--- src/rtl/tapseq_pkg.sv ---
package tapseq_pkg;

  localparam int STATE_W = 4;
  localparam int STROBE_N = 7;

  typedef enum logic [STATE_W-1:0] {
    ST_RESET      = 4'd0,
    ST_IDLE       = 4'd1,
    ST_DR_SELECT  = 4'd2,
    ST_DR_CAPTURE = 4'd3,
    ST_DR_SHIFT   = 4'd4,
    ST_DR_EXIT1   = 4'd5,
    ST_DR_PAUSE   = 4'd6,
    ST_DR_EXIT2   = 4'd7,
    ST_DR_UPDATE  = 4'd8,
    ST_IR_SELECT  = 4'd9,
    ST_IR_CAPTURE = 4'd10,
    ST_IR_SHIFT   = 4'd11,
    ST_IR_EXIT1   = 4'd12,
    ST_IR_PAUSE   = 4'd13,
    ST_IR_EXIT2   = 4'd14,
    ST_IR_UPDATE  = 4'd15
  } tapState_e;

  // Strobe bundle passed from control to the output stage.
  typedef struct packed {
    logic inReset;
    logic captureIr;
    logic shiftIr;
    logic updateIr;
    logic captureDr;
    logic shiftDr;
    logic updateDr;
  } tapStrobes_t;

  // Successor of a state for one sampled mode-select level.
  function automatic tapState_e stepState(input tapState_e cur, input logic tmsBit);
    tapState_e nxt;
    case (cur)
      ST_RESET:      nxt = tmsBit ? ST_RESET     : ST_IDLE;
      ST_IDLE:       nxt = tmsBit ? ST_DR_SELECT : ST_IDLE;
      ST_DR_SELECT:  nxt = tmsBit ? ST_IR_SELECT : ST_DR_CAPTURE;
      ST_DR_CAPTURE: nxt = tmsBit ? ST_DR_EXIT1  : ST_DR_SHIFT;
      ST_DR_SHIFT:   nxt = tmsBit ? ST_DR_EXIT1  : ST_DR_SHIFT;
      ST_DR_EXIT1:   nxt = tmsBit ? ST_DR_UPDATE : ST_DR_PAUSE;
      ST_DR_PAUSE:   nxt = tmsBit ? ST_DR_EXIT2  : ST_DR_PAUSE;
      ST_DR_EXIT2:   nxt = tmsBit ? ST_DR_UPDATE : ST_DR_SHIFT;
      ST_DR_UPDATE:  nxt = tmsBit ? ST_DR_SELECT : ST_IDLE;
      ST_IR_SELECT:  nxt = tmsBit ? ST_RESET     : ST_IR_CAPTURE;
      ST_IR_CAPTURE: nxt = tmsBit ? ST_IR_EXIT1  : ST_IR_SHIFT;
      ST_IR_SHIFT:   nxt = tmsBit ? ST_IR_EXIT1  : ST_IR_SHIFT;
      ST_IR_EXIT1:   nxt = tmsBit ? ST_IR_UPDATE : ST_IR_PAUSE;
      ST_IR_PAUSE:   nxt = tmsBit ? ST_IR_EXIT2  : ST_IR_PAUSE;
      ST_IR_EXIT2:   nxt = tmsBit ? ST_IR_UPDATE : ST_IR_SHIFT;
      ST_IR_UPDATE:  nxt = tmsBit ? ST_DR_SELECT : ST_IDLE;
      default:       nxt = ST_RESET;
    endcase
    return nxt;
  endfunction

endpackage

--- src/rtl/tap_fsm.sv ---
module tap_fsm
  import tapseq_pkg::*;
#(
  parameter int RECOVER_EDGES = 5
) (
  input  logic      tck,
  input  logic      rstN,
  input  logic      tms,
  output tapState_e state
);

  localparam int RUN_W = $clog2(RECOVER_EDGES + 1);

  tapState_e stateNext;

  always_comb stateNext = stepState(state, tms);

  always_ff @(posedge tck or negedge rstN) begin
    if (!rstN) state <= ST_RESET;
    else       state <= stateNext;
  end

  // Run of consecutive high mode-select samples, for the recovery check.
  logic [RUN_W-1:0] onesRun;
  always_ff @(posedge tck or negedge rstN) begin
    if (!rstN)                             onesRun <= '0;
    else if (!tms)                         onesRun <= '0;
    else if (onesRun != RUN_W'(RECOVER_EDGES)) onesRun <= onesRun + 1'b1;
  end

  p_ones_recover_r3: assert property (@(posedge tck) disable iff (!rstN)
    onesRun == RUN_W'(RECOVER_EDGES) |-> state == ST_RESET);

  p_reset_sticky_r3: assert property (@(posedge tck) disable iff (!rstN)
    (state == ST_RESET && tms) |=> state == ST_RESET);

  p_shift_hold_r5: assert property (@(posedge tck) disable iff (!rstN)
    ((state == ST_DR_SHIFT || state == ST_IR_SHIFT) && !tms) |=> $stable(state));

  p_pause_leave_r6: assert property (@(posedge tck) disable iff (!rstN)
    (state == ST_IR_PAUSE && tms) |=> state == ST_IR_EXIT2);

  p_update_exit_r9: assert property (@(posedge tck) disable iff (!rstN)
    (state == ST_DR_UPDATE || state == ST_IR_UPDATE)
      |=> (state == ST_IDLE || state == ST_DR_SELECT));

endmodule

--- src/rtl/tap_decode.sv ---
module tap_decode
  import tapseq_pkg::*;
(
  input  tapState_e   state,
  output tapStrobes_t strobes
);

  // The two scan branches share a layout; a generate loop builds both.
  localparam int BRANCH_N = 2;

  logic [BRANCH_N-1:0] capHit, shHit, updHit;

  for (genvar b = 0; b < BRANCH_N; b++) begin : g_branch
    localparam tapState_e CAP = (b == 0) ? ST_DR_CAPTURE : ST_IR_CAPTURE;
    localparam tapState_e SHF = (b == 0) ? ST_DR_SHIFT   : ST_IR_SHIFT;
    localparam tapState_e UPD = (b == 0) ? ST_DR_UPDATE  : ST_IR_UPDATE;
    assign capHit[b] = (state == CAP);
    assign shHit[b]  = (state == SHF);
    assign updHit[b] = (state == UPD);
  end

  always_comb begin
    strobes.inReset   = (state == ST_RESET);
    strobes.captureDr = capHit[0];
    strobes.shiftDr   = shHit[0];
    strobes.updateDr  = updHit[0];
    strobes.captureIr = capHit[1];
    strobes.shiftIr   = shHit[1];
    strobes.updateIr  = updHit[1];
  end

endmodule

--- src/rtl/tap_outstage.sv ---
module tap_outstage
  import tapseq_pkg::*;
(
  input  logic        tck,
  input  logic        rstN,
  input  tapStrobes_t strobes,
  output logic        tapReset,
  output logic        captureIr,
  output logic        shiftIr,
  output logic        updateIr,
  output logic        captureDr,
  output logic        shiftDr,
  output logic        updateDr,
  output logic        tdoEnable
);

  assign tapReset  = strobes.inReset;
  assign captureIr = strobes.captureIr;
  assign shiftIr   = strobes.shiftIr;
  assign updateIr  = strobes.updateIr;
  assign captureDr = strobes.captureDr;
  assign shiftDr   = strobes.shiftDr;
  assign updateDr  = strobes.updateDr;

  logic inShift;
  assign inShift = strobes.shiftIr | strobes.shiftDr;

  always_ff @(negedge tck or negedge rstN) begin
    if (!rstN) tdoEnable <= 1'b0;
    else       tdoEnable <= inShift;
  end

  p_strobe_excl_r7: assert property (@(posedge tck) disable iff (!rstN)
    $onehot0({tapReset, captureIr, shiftIr, updateIr, captureDr, shiftDr, updateDr}));

  p_oe_match_r8: assert property (@(posedge tck) disable iff (!rstN)
    tdoEnable == inShift);

endmodule

--- src/rtl/tap_sequencer.sv ---
module tap_sequencer
  import tapseq_pkg::*;
#(
  parameter bit HAS_TRST      = 1'b1,
  parameter int RECOVER_EDGES = 5
) (
  input  logic               tck,
  input  logic               tms,
  input  logic               trstN,
  output logic [STATE_W-1:0] tapState,
  output logic               tapReset,
  output logic               captureIr,
  output logic               shiftIr,
  output logic               updateIr,
  output logic               captureDr,
  output logic               shiftDr,
  output logic               updateDr,
  output logic               tdoEnable
);

  logic        rstN;
  tapState_e   state;
  tapStrobes_t strobes;

  if (HAS_TRST) begin : g_pin_reset
    assign rstN = trstN;
  end else begin : g_tms_reset_only
    assign rstN = 1'b1;
  end

  tap_fsm #(.RECOVER_EDGES(RECOVER_EDGES)) u_fsm (
    .tck   (tck),
    .rstN  (rstN),
    .tms   (tms),
    .state (state)
  );

  tap_decode u_decode (
    .state   (state),
    .strobes (strobes)
  );

  tap_outstage u_out (
    .tck       (tck),
    .rstN      (rstN),
    .strobes   (strobes),
    .tapReset  (tapReset),
    .captureIr (captureIr),
    .shiftIr   (shiftIr),
    .updateIr  (updateIr),
    .captureDr (captureDr),
    .shiftDr   (shiftDr),
    .updateDr  (updateDr),
    .tdoEnable (tdoEnable)
  );

  assign tapState = state;

endmodule

--- config.mk ---
export PLATFORM = sky130hd
export DESIGN_NAME = tap_sequencer
export DESIGN_NICKNAME = d
export VERILOG_FILES = /design/src/rtl/tapseq_pkg.sv /design/src/rtl/tap_fsm.sv /design/src/rtl/tap_decode.sv /design/src/rtl/tap_outstage.sv /design/src/rtl/tap_sequencer.sv
export SDC_FILE = /design/constraint.sdc
export NUM_CORES = 1
export LEC_CHECK = 0
export BUFFER_PORTS_ARGS = -buffer_cell sky130_fd_sc_hd__buf_2
export CORE_AREA = 5 5 42 44
export CTS_CLUSTER_DIAMETER = 150
export DETAILED_ROUTE_END_ITERATION = 10
export DIE_AREA = 0 0 47 49
export RECOVER_POWER = 50
export SYNTH_ARGS = -nofsm -noshare
export SYNTH_HDL_FRONTEND = slang
export SYNTH_SLANG_ARGS = --single-unit
--- constraint.sdc ---
create_clock -name tck -period 1.6 [get_ports tck]
set_input_delay 0.16 -clock tck [delete_from_list [all_inputs] [get_ports tck]]
set_output_delay 0.16 -clock tck [all_outputs]
set_load 0.005 [all_outputs]
[Word level (Yosys, flattened, before mapping)]
Index checks and enable logic that the tools add are counted.
Operators by class
  equality and inequality tests: 15
  mux-type cells: 13
  bitwise operators: 1
  reductions and logical operators: 4
Operator list (number)
  $pmux W4 S12: 1
  $eq A4 B4 Y1 const B: 8
  $eq A4 B3 Y1 const B: 4
  $mux W4: 4
  $eq A4 B2 Y1 const B: 2
  $mux W2: 3
  $mux W3: 2
  $eq A4 B1 Y1 const B: 1
  $logic_not A4 Y1: 1
  $reduce_or A2 Y1: 2
  $mux W1: 3
  $reduce_or A3 Y1: 1
  $or A1 B1 Y1: 1
Storage, ports and cells
  register bits after elaboration: 5
  output and inout bits: 12
  logic and storage cells: 35

[Depth between registers and ports, before layout]
Gate-level depths: netlist of run 1.
  depth after elaboration: 3
  depth in mapped cells: 4

[By module]
A second synthesis of run 1 with hierarchy kept.
Second synthesis, totals
  cell total of the unflattened synthesis: 56
  area, all modules: 469.2 um^2
Modules (own cells, without submodules)
  tap_fsm: times used 1, cells an instance 40, area each 315.3 um^2
  tap_outstage: times used 1, cells an instance 9, area each 83.8 um^2
  tap_decode: times used 1, cells an instance 7, area each 70.1 um^2

==> results.yml, run 1 <==
run_status:
  status: "complete, but fails checks"
  failed_checks: "negative setup slack"
global_route:
  track_usage_pct: 11.4
  grt_pass1_wl_mm: 1.83
  grt_pass1_vias: 391
  grt_util_met1_pct: 14.0
  grt_start_max_net_pins: 15
  grt_use_met2_pct: 14.7
  use_met3_pct: 4.43
  gr-total-overflow: 0
  top_usage_layer: "met2"
  antenna_found_initial: 0
power_and_ir_drop:
  powerDensity_nw_per_um2: 2050
  leakagePower_nw: 0.319
  power_mw: 1.36
  irDropWorstVdd_v: 0.000785
clocking:
  clk_latency_ns: 0.25
  numCtsBuffers: 3
  cts.htree.levels: 1
  root_buffer: "clkbuf_4"
  cts_tree: "done"
  cts.sinks: 5
  cts_buffer_depth: 2
  clk_pin_slew_worst_paths_ns: 0.04
setup_path:
  crit_path_max_fanout: 4
  crit_path_start: "u_fsm.state[0]"
  end_kind: "register"
  cpPeakStageDelay_ns: 0.42
  r2r_slack_ns: -0.14
  critical_path.cell_chain: "nand2_2 -> nor2_4 -> or2_1"
  start_kind: "register"
  r2r_start: "u_fsm.state[0]"
  arrival_ns: 1.03
  r2r_cells: 3
  cp.required_ns: 0.89
  worstReg2RegEnd: "u_out.tdoEnable"
  critPathSlowestCell: "dfrtp_1"
  crit_type: "register to register"
die:
  die_w_um: 47
  die_h_um: 49
  rows: 14
  pin_count: 15
  core-area_um2: 1400
  start_util_pct: 27.8
  die_area_um2: 2300
yosys:
  synth-edff-count: 0
  ys_types: 29
  syn_nets: 50
  synthCells: 47
  synth-main-ff-cell: "dfrtp_1"
  synth_area_per_cell_um2: 8.28
  yosysMostFrequentCell: "nor3_1"
  async_reset_ff_share_pct: 100
  synth_top_area_share_pct: 25.7
  yosys-top-cells-area: "dfrtp_1 (26%), dfrtn_1 (6.4%), nor3_1 (6.4%)"
  netlist_area_um2: 389
  synth_top_area_cell: "dfrtp_1"
  synth_seq_area_share_pct: 32.2
  synth-seq-cells: 5
  yosys-top-cells-count: "nor3_1 (5), dfrtp_1 (4), a21oi_1 (3), nand2b_1 (3)"
  synth-warning-count: 0
cells_and_area:
  antenna_cells: 0
  area_delta_synth_final_pct: 71.1
  fin_area_um2: 666
  drive_gt1_share_pct: 58.2
  post-route-util_pct: 47.5
  stdcell_count: 95
  nNetsFinal: 83
  nFillCells: 150
routing:
  first_pass_iters: 4
  antenna_left: 0
  drt_iter0_markers: 2
  via_per_inst: 4.86
  drt_wl_total_mm: 1.09
  drc_errors: 0
  vias: 462
  wl_per_cell_um: 11.5
sta:
  worstMarginPinSlew_ns: 0.285
  clock_skew_ns: 0.0131
  fin_hold_ws_ns: 0.294
  rsz0062_at_grt: "true"
  hold_viol: 0
  drv_slew: 0
  setup_viol: 2
  slew_headroom_pct: 81.0
  fin_ws_ns: -0.138
placement:
  post-dp-hpwl_um: 779
  port_buffers: 14
  globalplace.congestion: 0.802
  placed_area_um2: 558
  dp_cells: 83
worst_hold_path:
  holdPathStages: 2
  hold_end: "u_fsm.state[0]"
  hold_path.class: "primary input to register"
  hold_start: "tms"
job:
  drv_cap: 0
metrics by stage:
step | worst slack (ns) | TNS, ns
2_1_floorplan | -0.176 | -0.176
3_3_place_gp | -0.129 | -0.129
3_5_place_dp | -0.147 | -0.147
4_1_cts | -0.142 | -0.254
5_1_grt | -0.163 | -0.311
6_report | -0.138 | -0.231
cells in the final DEF (no fill, tap or decap), types with 2 or more instances in the layout:
cell,synthesis,layout
buf_4,2,17
buf_2,2,13
nor3_1,5,4
a21oi_1,3,3
clkbuf_4,0,3
dfrtp_2,0,3
nand2b_4,0,2
nor3b_1,2,2
inv_1,2,2
o22ai_1,2,2
a211oi_1,2,2
clkbuf_1,0,2
layer usage:
layer | vias up | wire (um) | part of all wire, %
li1 | 239 | - | -
met1 | 206 | 471 | 43
met2 | 15 | 543 | 50
met3 | 2 | 51 | 4.7
met4 | 0 | 23 | 2.1
met5 | - | 0 | 0
cell families after synthesis:
logic type                synth area share [%]
and+or+nand+nor                           30.5
AOI/OAI and AO/OA                         22.8
buffers and inverters                     12.2
DFF                                       32.2
xor gates and xnor gates                  2.25
final cells by class:
type                    instances  area, um2  area share, %
flip-flops and latches          5        129           19.4
inverters                       3       11.3           1.69
clock buffers                   4       26.3           3.95
well taps                      16       20.0           3.01
multi-input cells              34        262           39.3
repair buffers                 33        218           32.7
critical path: cells and delay by family (launching register included):
family	cells	cell delay, ns
AND/OR/NAND/NOR	3	0.37
flip-flops	1	0.42
power by group:
part           internal, mW  switching, mW  leakage, nW  total, mW
registers             0.197         0.0651       0.0588      0.262
clock network        0.0940         0.0475       0.0150      0.142
logic                 0.524          0.435        0.245      0.958
total                 0.815          0.547        0.319       1.36
sequential cells by signal, indices dropped and copies added (netlist names):
name             count
u_out.tdoEnable      1
u_fsm.state          4
repair_timing:
| item | in CTS | in global routing |
|---|---|---|
| pin swaps | 1 | 2 |
| endpoints found under the setup margin | 2 | 4 |
| buffers inserted | 3 | 4 |
| hold buffers | 1 | 0 |
| endpoints found under the hold margin | 4 | 0 |
| gates resized for setup | 0 | 4 |
worst max path at each step:
stage	endpoint	slack, ns	depth (start not counted)
finish	u_out.tdoEnable	-0.14	3
global placement	u_out.tdoEnable	-0.13	3
floorplan	u_out.tdoEnable	-0.18	3
detailed placement	u_out.tdoEnable	-0.15	3
CTS	u_out.tdoEnable	-0.14	3
global route	u_out.tdoEnable	-0.16	3
Note: power is estimated with default switching activity, not from simulation.
==> run 2, diff against run 1 <==
==> constraint.sdc (replaced) <==
create_clock -name tck -period 1.6 [get_ports tck]
set_input_delay 0.24 -clock tck [delete_from_list [all_inputs] [get_ports tck]]
set_output_delay 0.24 -clock tck [all_outputs]
set_load 0.005 [all_outputs]
==> results.yml, run 2 (synthesized netlist as in run 1, its figures left out) <==
cells_and_area:
  stdcell_count: 91
  top_regs: "u_fsm.state: 4 flops, u_out.tdoEnable: 1 flops"
  largest_reg_flops: 4
  antenna_cells: 0
  drive_gt1_share_pct: 54.7
  post-route-util_pct: 44.6
  final_common_cell: "buf_2"
  fin_area_um2: 624
  final_cell_mix: "buf_2 (13), buf_4 (11), nor3_1 (4)"
  regMostFlops: "u_fsm.state"
  area_delta_synth_final_pct: 60.5
  nNetsFinal: 79
setup_path:
  critPathSlowestCell: "dfrtn_1"
  crit_type: "register to primary output"
  critPathBufInv: 1
  crit_path_max_fanout: 1
  cp.required_ns: 1.36
  start_kind: "register"
  arrival_ns: 1.53
  end_kind: "primary output"
  path_delay_family: "flip-flops"
  critical_path.cell_chain: "buf_2"
  cpPeakStageDelay_ns: 0.38
placement:
  port_buffers: 14
  post-place-ws_ns: -0.147
  post-dp-hpwl_um: 779
  placed_area_um2: 558
  dp_cells: 83
  globalplace.congestion: 0.802
die:
  start_util_pct: 27.8
  rows: 14
  pin_count: 15
  core-area_um2: 1400
  die_area_um2: 2300
  die_h_um: 49
  die_w_um: 47
routing:
  vias: 449
  drt_wl_total_mm: 1.08
  drc_errors: 0
  first_pass_iters: 4
  antenna_left: 0
  via_per_inst: 4.93
  drt_iter0_markers: 3
  wl_per_cell_um: 11.9
sta:
  drv_slew: 0
  tns_ns: -0.313
  setup_viol: 2
  fin_hold_ws_ns: 0.371
  rsz0062_at_grt: "true"
  worstMarginPinSlew_ns: 0.279
  hold_viol: 0
  slew_headroom_pct: 81.4
  fin_ws_ns: -0.174
  clock_skew_ns: 0.0136
power_and_ir_drop:
  power_mw: 1.25
  power_frac_seq_pct: 21.0
  switching_share_pct: 41.7
  leakagePower_nw: 0.296
  powerDensity_nw_per_um2: 2000
  intPower_uw: 729
  irDropWorstVdd_v: 0.000737
  clkPwrFrac_pct: 11.3
  power.switching_uw: 522
  p_comb_share_pct: 67.7
clocking:
  cts.htree.levels: 1
  numCtsBuffers: 3
  clk_pin_slew_worst_paths_ns: 0.04
  clk_latency_ns: 0.25
  cts_tree: "done"
  cts.sinks: 5
  root_buffer: "clkbuf_4"
  cts_buffer_depth: 2
run_status:
  failed_checks: "negative setup slack"
  status: "complete, but fails checks"
worst_hold_path:
  hold_path.class: "primary input to register"
global_route:
  grt_start_max_net_pins: 15
  track_usage_pct: 11.4
  grt_pass1_wl_mm: 1.83
  gr-total-overflow: 0
  grt_pass1_vias: 391
  antenna_found_initial: 0
job:
  drv_cap: 0
-- run 2: final timing paths --
path	cells after the start	to	from	slack [ns]
worst max register to register	3	u_out.tdoEnable	u_fsm.state[3]	-0.14
worst min register to register	4	u_fsm.state[3]	u_fsm.state[2]	0.77
worst max-delay path	1	tdoEnable	u_out.tdoEnable	-0.17
max in group asynchronous	2	u_out.tdoEnable	trstN	0.29
min in group asynchronous	2	u_fsm.state[0]	trstN	0.39
worst min-delay path	2	u_fsm.state[0]	tms	0.37
-- run 2: what timing repair did --
action	4_1_cts	5_1_grt
pin swaps	2	0
setup endpoints to repair	2	6
endpoints found under the hold margin	4	0
setup buffers	3	0
resized for setup	0	3
hold buffers	1	0
-- run 2: power by group through the flow --
stage	sequential, mW	combinational, mW	clock [mW]
finish	0.263	0.846	0.141
global route	0.277	0.935	0.168
CTS	0.262	0.842	0.150
detailed placement	0.266	0.783	0
global placement	0.263	0.780	0
floorplan	0.286	0.494	0
-- run 2: layout make-up --
cell class	count	area [um2]
Multi-Input combinational cell	34	258
Fill cell	158	777
Clock buffer	4	26.3
Inverter	3	11.3
Tap cell	16	20.0
Timing Repair Buffer	29	181
Sequential cell	5	128
-- run 2: metal layers --
| metal | part of all wire [%] | track usage (%) | vias up |
|---|---|---|---|
| li1 | - | - | 228 |
| met4 | 0 | 9.68 | 0 |
| met1 | 44 | 14.0 | 211 |
| met3 | 3.8 | 4.43 | 0 |
| met2 | 52 | 14.7 | 10 |
| met5 | 0 | 0 | - |
